File: src/rtl/mdm_pkg.sv
package mdm_pkg;
  localparam int CTL_DTR  = 0;
  localparam int CTL_RTS  = 1;
  localparam int CTL_OUT1 = 2;
  localparam int CTL_OUT2 = 3;
  localparam int CTL_LOOP = 4;
  localparam int CTL_W    = 5;
  localparam int NLINES   = 4;

  typedef struct packed {
    logic dcd;
    logic ri;
    logic dsr;
    logic cts;
  } mdm_lines_t;
endpackage

File: src/rtl/mdm_sync.sv
module mdm_sync #(
  parameter int WIDTH  = 4,
  parameter int STAGES = 2
) (
  input  logic             clk,
  input  logic             rst_n,
  input  logic [WIDTH-1:0] d,
  output logic [WIDTH-1:0] q
);
  logic [WIDTH-1:0] stg [STAGES];

  for (genvar s = 0; s < STAGES; s++) begin : g_stage
    if (s == 0) begin : g_first
      always_ff @(posedge clk or negedge rst_n) begin
        if (!rst_n) stg[0] <= '1;
        else        stg[0] <= d;
      end
    end else begin : g_rest
      always_ff @(posedge clk or negedge rst_n) begin
        if (!rst_n) stg[s] <= '1;
        else        stg[s] <= stg[s-1];
      end
    end
  end

  assign q = stg[STAGES-1];
endmodule

File: src/rtl/mdm_ctrl_reg.sv
module mdm_ctrl_reg
  import mdm_pkg::*;
(
  input  logic             clk,
  input  logic             rst_n,
  input  logic             wr_en,
  input  logic [7:0]       wr_data,
  output logic [CTL_W-1:0] ctl,
  output logic             dtr_n,
  output logic             rts_n,
  output logic             out1_n,
  output logic             out2_n
);
  logic [CTL_W-1:0] ctl_q, ctl_nx;
  logic             loop_on;

  always_comb begin
    ctl_nx = ctl_q;
    if (wr_en) ctl_nx = wr_data[CTL_W-1:0];
  end

  always_ff @(posedge clk or negedge rst_n) begin
    if (!rst_n) ctl_q <= '0;
    else        ctl_q <= ctl_nx;
  end

  assign loop_on = ctl_q[CTL_LOOP];
  assign ctl     = ctl_q;
  assign dtr_n   = loop_on | ~ctl_q[CTL_DTR];
  assign rts_n   = loop_on | ~ctl_q[CTL_RTS];
  assign out1_n  = loop_on | ~ctl_q[CTL_OUT1];
  assign out2_n  = loop_on | ~ctl_q[CTL_OUT2];
endmodule

File: src/rtl/mdm_change_det.sv
module mdm_change_det
  import mdm_pkg::*;
(
  input  logic              clk,
  input  logic              rst_n,
  input  mdm_lines_t        cur,
  input  logic              rd_clr,
  output logic [NLINES-1:0] flags
);
  mdm_lines_t        prev_q;
  logic [NLINES-1:0] flags_q, flags_nx, set_v;

  always_comb begin
    set_v[3] = cur.dcd ^ prev_q.dcd;
    set_v[2] = prev_q.ri & ~cur.ri;
    set_v[1] = cur.dsr ^ prev_q.dsr;
    set_v[0] = cur.cts ^ prev_q.cts;
    flags_nx = set_v | (flags_q & ~{NLINES{rd_clr}});
  end

  always_ff @(posedge clk or negedge rst_n) begin
    if (!rst_n) begin
      prev_q  <= '0;
      flags_q <= '0;
    end else begin
      prev_q  <= cur;
      flags_q <= flags_nx;
    end
  end

  assign flags = flags_q;
endmodule

File: src/rtl/modem_ctl_stat.sv
module modem_ctl_stat
  import mdm_pkg::*;
#(
  parameter int SYNC_STAGES = 2
) (
  input  logic       clk,
  input  logic       rst_n,
  input  logic       wr_ctrl,
  input  logic [7:0] wr_data,
  input  logic       rd_stat,
  input  logic       cts_n,
  input  logic       dsr_n,
  input  logic       ri_n,
  input  logic       dcd_n,
  output logic       dtr_n,
  output logic       rts_n,
  output logic       out1_n,
  output logic       out2_n,
  output logic [7:0] ctrl_q,
  output logic [7:0] stat_q,
  output logic       msi_req
);
  logic [CTL_W-1:0]  ctl;
  logic [NLINES-1:0] pins_raw, pins_sync, flags;
  mdm_lines_t        ext_lines, loop_lines, cur;

  mdm_ctrl_reg u_ctl (
    .clk(clk), .rst_n(rst_n), .wr_en(wr_ctrl), .wr_data(wr_data),
    .ctl(ctl), .dtr_n(dtr_n), .rts_n(rts_n), .out1_n(out1_n), .out2_n(out2_n)
  );

  assign pins_raw = {dcd_n, ri_n, dsr_n, cts_n};

  mdm_sync #(.WIDTH(NLINES), .STAGES(SYNC_STAGES)) u_sync (
    .clk(clk), .rst_n(rst_n), .d(pins_raw), .q(pins_sync)
  );

  always_comb begin
    ext_lines      = mdm_lines_t'(~pins_sync);
    loop_lines.dcd = ctl[CTL_OUT2];
    loop_lines.ri  = ctl[CTL_OUT1];
    loop_lines.dsr = ctl[CTL_DTR];
    loop_lines.cts = ctl[CTL_RTS];
    cur            = ctl[CTL_LOOP] ? loop_lines : ext_lines;
  end

  mdm_change_det u_chg (
    .clk(clk), .rst_n(rst_n), .cur(cur), .rd_clr(rd_stat), .flags(flags)
  );

  assign ctrl_q  = {{(8-CTL_W){1'b0}}, ctl};
  assign stat_q  = {cur.dcd, cur.ri, cur.dsr, cur.cts, flags};
  assign msi_req = |flags;
endmodule

File: config.mk
export PLATFORM = sky130hd
export DESIGN_NAME = modem_ctl_stat
export DESIGN_NICKNAME = d
export VERILOG_FILES = /design/src/rtl/mdm_pkg.sv /design/src/rtl/mdm_sync.sv /design/src/rtl/mdm_ctrl_reg.sv /design/src/rtl/mdm_change_det.sv /design/src/rtl/modem_ctl_stat.sv
export SDC_FILE = /design/constraint.sdc
export NUM_CORES = 1
export LEC_CHECK = 0
export ABC_AREA = 1
export BUFFER_PORTS_ARGS = -buffer_cell sky130_fd_sc_hd__buf_2
export CORE_AREA = 4 4 48 50
export DETAILED_ROUTE_END_ITERATION = 8
export DIE_AREA = 0 0 52 54
export PLACE_DENSITY = 0.78
export SLEW_MARGIN = 10
export SYNTH_ARGS = -nofsm -noshare
export SYNTH_HDL_FRONTEND = slang
export SYNTH_SLANG_ARGS = --single-unit
File: constraint.sdc
create_clock -name clk -period 2.4 [get_ports clk]
set_input_delay 0.48 -clock clk [delete_from_list [all_inputs] [get_ports clk]]
set_output_delay 0.48 -clock clk [all_outputs]
set_load 0.02 [all_outputs]
==> results.toml <==
[worst_setup_path]
required_ns = 1.92
path_max_fanout = 11
cp-start-kind = "flop"
r2r_cells = 4
reg2reg_slack_ns = 1.34
critPathKind = "reg2out"
worst-endpoint-arrival_ns = 1.34
end_kind = "output pin"

[sta]
rsz0062_at_grt = "no"
setup_viol = 0
finalMaxSlewViolations = 0
fin_skew_ns = 0.00607
post-route-period-util_pct = 76.0
whs_ns = 0.108
hold_viol = 0
post-route-min-period_ns = 1.82
fin_tns_setup_ns = 0
fmax_ghz = 0.548

[clock_network]
cts.sink_count = 21
cts.htree.levels = 1
cts_buffers = 3
cts_hold_buf = 0
clock_latency_ns = 0.30
root_buffer = "clkbuf_4"
clock_path_buffers = 2
cts_tree = "built"
clk_pin_slew_ns = 0.11
cts_resized = 0
post_cts_buffers = 0

[synthesis]
synth_area_leaders = "dfrtp_1, dfstp_2, nand2_1, inv_1, nand3_1"
ys_seq_area_share_pct = 60.6
syn_area_um2 = 883
synth.avg_cell_area_um2 = 10.2
synth_top_area_cell = "dfrtp_1"
synth_top_area_share_pct = 36.8
synth_warnings = 0
ys_ff_latch = 21
synth_cells = 87
synth_cell_type_count = 19

[global_routing]
antenna_found_initial = 0
use_met2_pct = 24.5
track_usage_pct = 13.9
overflow = 0
use_met1_pct = 14.9
grt_first_pass_wirelength_mm = 2.81
grt_pass1_vias = 667
grt_max_degree = 22
use_met3_pct = 3.32
busiest_layer = "met2"

[run]
drv_cap = 0

[routing]
drt_wl_total_mm = 1.68
drt-pass1-iter-count = 1
drcViolationCount = 0
post_drt_via_cell_ratio = 4.52
initialDrtViolationCount = 0
wl_per_cell_um = 11.7
vias = 651
ant_nets = 0

[die]
die_w_um = 52
core_area_um2 = 1900
ios = 37
start_util_pct = 46.4
die_h_um = 54
design.die.area_um2 = 2810
std_cell_rows = 16

[outcome]
status = "finished, final reports clean"

[layout]
fin_cells = 144
multi_input_area_um2 = 260
finish.net_count = 134
nFillCells = 164
n_antenna_cell = 0
drive_above_1_share_pct = 41.9
seqCellArea_um2 = 536
syn_to_final_growth_pct = 18.0

[placed_design]
gp_congestion = 0.693
port_buffers = 30
dp_hpwl_mm = 1.35
place_inst = 140

[power]
total_power_uw = 748
pwr-share-comb_pct = 22.0
p_leak_nw = 0.548
pwr-share-clk_pct = 21.9
p_sw_share_pct = 31.3
switchingPower_uw = 234
power_density_nw_per_um2 = 717
ir_drop_uv = 320
intPower_uw = 514
sequentialPowerShare_pct = 56.1

[hold_path]
hold_class = "in2async"
==> metal layers <==
metal,up-vias,share of wire [%],wire (um)
li1,324,-,-
met1,299,41,689
met2,24,50,838
met3,4,6.3,106
met4,0,2.7,46
met5,-,0,0
==> registers in the layout, summed over array words and instances (netlist names) <==
name,count
u_ctl.ctl,5
u_chg.prev_q,4
u_sync.stg,4
u_sync.q,4
u_chg.flags,4
==> layout make-up <==
type	instances	area share [%]
Timing Repair Buffer	30	14.4
Inverter	9	3.48
Clock buffer	4	2.52
Multi-Input combinational cell	53	25.0
Sequential cell	21	51.4
Tap cell	27	3.24
==> synthesized netlist by cell type (all sizes together) <==
cell type,instances
buf,6
conb,1
dfrtp,13
dfstp,8
inv,9
nand2,32
nand3,7
nand3b,3
nor2,2
o21ai,5
or2,1
==> cell families (layout without fill, tap and decap cells) <==
| family | after synthesis | in the layout | synth area share, % |
|---|---|---|---|
| other | 1 | 3 | 0.425 |
| AO/OA/AOI/OAI | 5 | 5 | 2.83 |
| buffers and inverters | 15 | 43 | 10.8 |
| flip-flops | 21 | 21 | 60.6 |
| AND/OR/NAND/NOR | 45 | 45 | 25.4 |
==> final timing paths <==
| kind | end | startpoint |
|---|---|---|
| worst max-delay path | stat_q[4] | u_ctl.ctl[4] |
| worst min-delay path | u_chg.flags[0] | rst_n |
| worst max register to register | u_chg.flags[1] | u_ctl.ctl[4] |
| worst min register to register | u_sync.q[2] | u_sync.stg[6] |
| max in group asynchronous | u_sync.stg[5] | rst_n |
| min in group clk | u_sync.stg[7] | dcd_n |
==> placed cells by master (no fill, tap or decap), drive strengths merged <==
cell type	netlist	final
dfrtp	13	13
dfstp	8	8
buf	6	30
o21ai	5	5
nand3	7	7
nand3b	3	3
clkbuf	0	4
nor2	2	2
conb	1	3
nand2	32	32
or2	1	1
inv	9	9
==> metrics by stage <==
stage / worst slack (ns) / util [%] / area, um^2
floorplan: 0.909 / - / 891
finish: 0.577 / 54.8 / 1040
global route: 0.471 / 54.8 / 1040
CTS: 0.552 / 54.8 / 1040
detailed placement: 0.894 / 53.4 / 1020
global placement: 0.911 / 53.4 / 1020
==> power by group through the flow <==
stage	Combinational, mW	Sequential (mW)	Clock (mW)
after floorplan	0.0973	0.444	0
after global placement	0.163	0.423	0
after detailed placement	0.167	0.427	0
after CTS	0.167	0.420	0.172
after global routing	0.184	0.424	0.184
final	0.164	0.420	0.164
==> worst max-delay path: stages (launching register included) <==
cell and delay, ns:
dfrtp_1 0.51, inv_4 0.21, nand2_4 0.06, nand2_1 0.09, buf_2 0.17
Power figures use the tool's default switching activity.
